File: src/rtl/dual_cmp_pkg.sv
package dual_cmp_pkg;
   typedef enum logic {
      SEL_C5 = 1'b0,
      SEL_C6 = 1'b1
   } word_sel_e;
endpackage

File: src/rtl/cmp_shadow_chan.sv
module cmp_shadow_chan #(
   parameter int CW = 16
) (
   input  logic          clk,
   input  logic          rst_n,
   input  logic          wr,
   input  logic [CW-1:0] wd,
   input  logic          pe,
   input  logic          upd,
   input  logic [CW-1:0] cnt,
   output logic [CW-1:0] pre_q,
   output logic [CW-1:0] act_q,
   output logic          ref_o
);
   generate
      if (CW < 2) begin : g_bad_cw
         $error("cmp_shadow_chan: CW must be at least 2");
      end
   endgenerate

   always_ff @(posedge clk or negedge rst_n) begin
      if (!rst_n) begin
         pre_q <= '0;
      end else if (wr) begin
         pre_q <= wd;
      end
   end

   always_ff @(posedge clk or negedge rst_n) begin
      if (!rst_n) begin
         act_q <= '0;
      end else if (wr && (!pe || upd)) begin
         act_q <= wd;
      end else if (pe && upd) begin
         act_q <= pre_q;
      end
   end

   assign ref_o = (cnt < act_q);

   p_direct_load_r4: assert property (@(posedge clk) disable iff (!rst_n)
      (wr && !pe) |=> (act_q == $past(wd)));
   p_hold_r5: assert property (@(posedge clk) disable iff (!rst_n)
      (pe && !upd) |=> $stable(act_q));
   p_copy_r5: assert property (@(posedge clk) disable iff (!rst_n)
      (pe && upd && !wr) |=> (act_q == $past(pre_q)));
   p_same_cycle_r9: assert property (@(posedge clk) disable iff (!rst_n)
      (wr && upd) |=> (act_q == $past(wd)));
   p_zero_low_r7: assert property (@(posedge clk) disable iff (!rst_n)
      (act_q == '0) |-> !ref_o);
endmodule

File: src/rtl/grp_gate.sv
module grp_gate #(
   parameter int NG = 3
) (
   input  logic          clk,
   input  logic          rst_n,
   input  logic          wr,
   input  logic [NG-1:0] wd,
   input  logic [NG-1:0] pe,
   input  logic          upd,
   input  logic          ref_mask,
   input  logic [NG-1:0] ref_in,
   output logic [NG-1:0] pre_q,
   output logic [NG-1:0] act_q,
   output logic [NG-1:0] ref_out
);
   generate
      if (NG < 1) begin : g_bad_ng
         $error("grp_gate: NG must be at least 1");
      end
      for (genvar i = 0; i < NG; i++) begin : g_bit
         always_ff @(posedge clk or negedge rst_n) begin
            if (!rst_n) begin
               pre_q[i] <= 1'b0;
            end else if (wr) begin
               pre_q[i] <= wd[i];
            end
         end

         always_ff @(posedge clk or negedge rst_n) begin
            if (!rst_n) begin
               act_q[i] <= 1'b0;
            end else if (wr && (!pe[i] || upd)) begin
               act_q[i] <= wd[i];
            end else if (pe[i] && upd) begin
               act_q[i] <= pre_q[i];
            end
         end

         assign ref_out[i] = ref_in[i] & (ref_mask | ~act_q[i]);

         p_gate_load_r6: assert property (@(posedge clk) disable iff (!rst_n)
            (pe[i] && !upd) |=> $stable(act_q[i]));
         p_masked_low_r3: assert property (@(posedge clk) disable iff (!rst_n)
            (act_q[i] && !ref_mask) |-> !ref_out[i]);
         p_never_raise_r2: assert property (@(posedge clk) disable iff (!rst_n)
            !ref_in[i] |-> !ref_out[i]);
      end
   endgenerate
endmodule

File: src/rtl/dual_cmp_gate.sv
module dual_cmp_gate
   import dual_cmp_pkg::*;
#(
   parameter int DW = 32,
   parameter int CW = 16,
   parameter int NG = 3
) (
   input  logic          clk,
   input  logic          rst_n,
   input  logic          wr_en,
   input  logic          wr_sel,
   input  logic [DW-1:0] wr_data,
   input  logic          rd_sel,
   output logic [DW-1:0] rd_data,
   input  logic          upd_evt,
   input  logic          pe_c5,
   input  logic          pe_c6,
   input  logic [NG-1:0] pe_grp,
   input  logic [CW-1:0] cnt,
   input  logic [NG-1:0] ref_in,
   output logic          ref_c5,
   output logic          ref_c6,
   output logic [NG-1:0] ref_out
);
   localparam int NCH  = 2;
   localparam int GLSB = DW - NG;
   localparam int RSV  = DW - NG - CW;

   generate
      if (RSV < 0) begin : g_bad_layout
         $error("dual_cmp_gate: DW too small for gate bits plus compare");
      end
   endgenerate

   logic [NCH-1:0]          wr_ch;
   logic [NCH-1:0]          pe_ch;
   logic [NCH-1:0]          ref_ch;
   logic [NCH-1:0][CW-1:0]  pre_ch;
   logic [NCH-1:0][CW-1:0]  act_ch;
   logic [NG-1:0]           grp_pre;
   logic [NG-1:0]           grp_act;

   assign pe_ch = {pe_c6, pe_c5};

   generate
      for (genvar g = 0; g < NCH; g++) begin : g_chan
         assign wr_ch[g] = wr_en && (wr_sel == g[0]);
         cmp_shadow_chan #(.CW(CW)) u_chan (
            .clk   (clk),
            .rst_n (rst_n),
            .wr    (wr_ch[g]),
            .wd    (wr_data[CW-1:0]),
            .pe    (pe_ch[g]),
            .upd   (upd_evt),
            .cnt   (cnt),
            .pre_q (pre_ch[g]),
            .act_q (act_ch[g]),
            .ref_o (ref_ch[g])
         );
      end
   endgenerate

   grp_gate #(.NG(NG)) u_grp (
      .clk      (clk),
      .rst_n    (rst_n),
      .wr       (wr_ch[SEL_C5]),
      .wd       (wr_data[DW-1:GLSB]),
      .pe       (pe_grp),
      .upd      (upd_evt),
      .ref_mask (ref_ch[SEL_C5]),
      .ref_in   (ref_in),
      .pre_q    (grp_pre),
      .act_q    (grp_act),
      .ref_out  (ref_out)
   );

   assign ref_c5 = ref_ch[SEL_C5];
   assign ref_c6 = ref_ch[SEL_C6];

   always_comb begin
      rd_data = '0;
      if (rd_sel == SEL_C5) begin
         rd_data[DW-1:GLSB] = grp_pre;
         rd_data[CW-1:0]    = pre_ch[SEL_C5];
      end else begin
         rd_data[CW-1:0]    = pre_ch[SEL_C6];
      end
   end

   p_rsv_zero_r1: assert property (@(posedge clk) disable iff (!rst_n)
      rd_data[GLSB-1:CW] == '0);
   p_c6_upper_r10: assert property (@(posedge clk) disable iff (!rst_n)
      (rd_sel == SEL_C6) |-> (rd_data[DW-1:CW] == '0));
   p_c6_indep_r11: assert property (@(posedge clk) disable iff (!rst_n)
      (wr_en && wr_sel == SEL_C6) |=> $stable(act_ch[SEL_C5]));
endmodule

File: config.mk
export PLATFORM = sky130hd
export DESIGN_NAME = dual_cmp_gate
export DESIGN_NICKNAME = d
export VERILOG_FILES = /design/src/rtl/dual_cmp_pkg.sv /design/src/rtl/cmp_shadow_chan.sv /design/src/rtl/grp_gate.sv /design/src/rtl/dual_cmp_gate.sv
export SDC_FILE = /design/constraint.sdc
export NUM_CORES = 1
export LEC_CHECK = 0
export ABC_AREA = 1
export BUFFER_PORTS_ARGS = -buffer_cell sky130_fd_sc_hd__buf_2
export CORE_AREA = 8 8 104 106
export DETAILED_ROUTE_END_ITERATION = 12
export DIE_AREA = 0 0 112 114
export PLACE_DENSITY = 0.72
export SLEW_MARGIN = 10
export SYNTH_ARGS = -nofsm -noshare
export SYNTH_HDL_FRONTEND = slang
export SYNTH_SLANG_ARGS = --single-unit
File: constraint.sdc
create_clock -name clk -period 2.2 [get_ports clk]
set_clock_uncertainty 0.05 [all_clocks]
set_input_delay 0.11 -clock clk [delete_from_list [all_inputs] [get_ports clk]]
set_output_delay 0.11 -clock clk [all_outputs]
set_load 0.01 [all_outputs]
==> impl_metrics.env <==
export IMPL_setup_viol=0
export IMPL_cp_arrival_ps=1900
export IMPL_grt_max_degree=41
export IMPL_vias=3438
export IMPL_diodes=0
export IMPL_totalPowerFinal_w=0.00367
export IMPL_clock_sinks=70
export IMPL_tns_ps=0
export IMPL_ant_nets=0
export IMPL_r2r_start="u_grp.pre_q[2]"
export IMPL_reg2reg_to="u_grp.act_q[2]"
export IMPL_p_comb_share_pct=25.8
export IMPL_drv_slew=0
export IMPL_r2r_slack_ps=1180
export IMPL_seq_area_frac_synth_pct=43.6
export IMPL_p_leak_nw=2.49
export IMPL_tritoncts="yes"
export IMPL_worstSetupPathType="flip-flop to output port"
export IMPL_initial_utilization_pct=44.1
export IMPL_syn_to_final_growth_pct=19.7
export IMPL_seqPwrFrac_pct=42.8
export IMPL_cts_buffers=9
export IMPL_r2r_cells=3
export IMPL_holdCritPathClass="primary input to flip-flop"
export IMPL_drt_wl_total_mm=10.5
export IMPL_max_cap_violations=0
export IMPL_cp_required_ps=2040
export IMPL_nNetsFinal=649
export IMPL_grtUsageTotal_pct=17.0
export IMPL_relSlewSlack_pct=49.5
export IMPL_cts_root_buf="clkbuf_8"
export IMPL_finalHoldViolations=0
export IMPL_p_per_area_nw_per_um2=763
export IMPL_via_per_inst=5.11
export IMPL_die_y_um=114
export IMPL_p_int_w=0.00253
export IMPL_place_congestion=0.849
export IMPL_rows=35
export IMPL_startpoint_type="flip-flop"
export IMPL_rsz0062_at_grt="no"
export IMPL_post_drt_wl_per_cell_um=15.7
export IMPL_hold_end="g_chan[0].u_chan.pre_q[13]"
export IMPL_first_global_vias=3514
export IMPL_min_path_cells=3
export IMPL_hpwl_mm=7.48
export IMPL_clkLatencyLatePin_ps=350
export IMPL_core_area_um2=9110
export IMPL_yosys_warnings=0
export IMPL_io_buffers=72
export IMPL_syn_inst=470
export IMPL_drive_gt1_share_pct=21.7
export IMPL_drc=0
export IMPL_worst_path_max_fanout=4
export IMPL_vdd_ir_drop_worst_mv=0.556
export IMPL_drt_iter0_drc=249
export IMPL_fp_dieW_um=112
export IMPL_min_delay_start="wr_data[13]"
export IMPL_htree_levels=3
export IMPL_grt_overflow_total=0
export IMPL_synth_cell_area_um2=4020
export IMPL_antenna_found_initial=0
export IMPL_clockBufferDepth=2
export IMPL_min_period_ps=2060
export IMPL_ys_ff_latch=70
export IMPL_end_kind="output port"
export IMPL_synth_distinct_cells=32
export IMPL_num_io_pins=99
export IMPL_first_pass_iters=4
export IMPL_avgSynthCellArea_um2=8.56
export IMPL_p_sw_w=0.00114
export IMPL_outcome="complete, no violations"
export IMPL_path_clk_slew_ps=70
export IMPL_worst_pin_slew_ps=757
export IMPL_grt_pass1_wl_mm=17.3
export IMPL_p_sw_share_pct=31.1
export IMPL_fmax_mhz=486
export IMPL_clkPwrFrac_pct=31.5
export IMPL_fin_crit_sh_pct=93.5
export IMPL_die_area_um2=12800
==> per-layer routing <==
layer  wire [um]  GRT usage (%)  part of all wire (%)
met4         147           5.67                   1.4
met3         762           4.86                   7.2
met5           0              0                     0
met1        4500           19.8                    43
met2        5140           29.5                    49
==> kinds of logic (layout without fill, tap and decap cells) <==
logic type	after synthesis	count (layout)	share of synthesized area, %
other cells	1	13	0.0933
mux	9	9	2.52
flops	70	70	43.6
simple gates	125	125	12.9
fa+ha+maj	30	30	9.33
compound gates	127	127	19.4
buf+inv	108	188	12.1
==> how the worst max path moves through the flow <==
stage / startpoint / slack (ps) / cells past startpoint / endpoint
floorplan: g_chan[0].u_chan.act_q[5] / 720 / 9 / ref_out[0]
global placement: g_chan[0].u_chan.act_q[5] / 470 / 10 / ref_out[1]
detailed placement: g_chan[0].u_chan.act_q[5] / 470 / 10 / ref_out[0]
CTS: g_chan[0].u_chan.act_q[5] / 80 / 10 / ref_out[0]
global route: g_chan[1].u_chan.act_q[5] / 7 / 8 / ref_c6
finish: g_chan[0].u_chan.act_q[5] / 140 / 10 / ref_out[0]
==> through the flow <==
stage               hold slack [ps]  utilization (%)  worst slack, ps  std cells  instance area, um2
global placement                153             48.5              470        639                4420
CTS                            13.6             52.8             75.0        673                4810
detailed placement              163             48.5              467        639                4420
floorplan                      -236                -              722        482                4070
finish                         22.9             52.9              142        673                4810
global route                   50.9             52.9             6.65        673                4810
==> synthesized netlist by cell type, drive strengths merged <==
library cell	number	area (um2)
nand2	84	338
inv	77	289
dfrtp	70	1750
o21ai	62	318
a21oi	30	161
ha	30	375
nor2	26	105
buf	25	176
nor3	12	60.1
mux2	9	101
o211ai	9	67.6
a221oi	8	70.1
o22ai	8	87.6
clkbuf	6	22.5
a211oi	3	22.5
o221ai	3	26.3
a31oi	2	12.5
nand4	2	12.5
o21a	2	15.0
conb	1	3.75
nand3	1	5.00
==> power by group through the flow <==
| stage | clock network [W] | logic [W] | registers [W] |
|---|---|---|---|
| 4_1_cts | 0.00117 | 0.000955 | 0.00157 |
| 6_report | 0.00116 | 0.000948 | 0.00157 |
| 3_3_place_gp | 0 | 0.000882 | 0.00159 |
| 2_1_floorplan | 0 | 0.000635 | 0.00157 |
| 5_1_grt | 0.00123 | 0.00108 | 0.00159 |
| 3_5_place_dp | 0 | 0.000924 | 0.00159 |
==> cell type report <==
class,count,area (um2)
fillers,842,4290
flip-flops and latches,70,1750
inverters,77,289
well taps,111,139
clock inverters,4,70.1
multi-input cells,304,1830
clock buffers,12,145
repair buffers,95,591
==> cells in the final DEF (no fill, tap or decap), types with 2 or more instances in the layout <==
master	n
conb_1	13
buf_2	72
a211oi_1	3
clkbuf_1	2
o211ai_1	9
mux2_2	9
ha_1	30
o21a_1	2
o22ai_2	6
dfrtp_1	70
dlygate4sd3_1	18
nand2_2	4
nand2_1	78
o22ai_1	2
o21ai_0	50
inv_2	6
inv_1	71
nand4_1	2
a221oi_1	8
o21ai_1	10
a21oi_1	29
nor3_1	12
buf_4	4
o21ai_2	2
clkbuf_8	10
o221ai_1	3
bufinv_16	2
a31oi_1	2
nand2_4	2
nor2_1	25
clkinv_2	2
==> state kept, by name (all words and copies together) (netlist names) <==
| name | cells |
|---|---|
| g_chan.u_chan.pre_q | 32 |
| g_chan.u_chan.act_q | 32 |
| u_grp.pre_q | 3 |
| u_grp.act_q | 3 |
==> worst max-delay path: stages, from the launching register on <==
cell and delay [ps]:
dfrtp_1 370, inv_1 70, ha_1 230, a21oi_1 140, nor2_1 50, nor3_1 130, nand2_1 100, nand2_1 80
nand2_2 100, a21oi_1 140, buf_2 140
==> what timing repair did <==
action,CTS,global route
endpoints found under the setup margin,0,3
endpoints found under the hold margin,53,0
setup buffers,0,0
gates resized for setup,0,2
hold buffers,18,0
No activity file was read; power rests on OpenSTA's default activity.
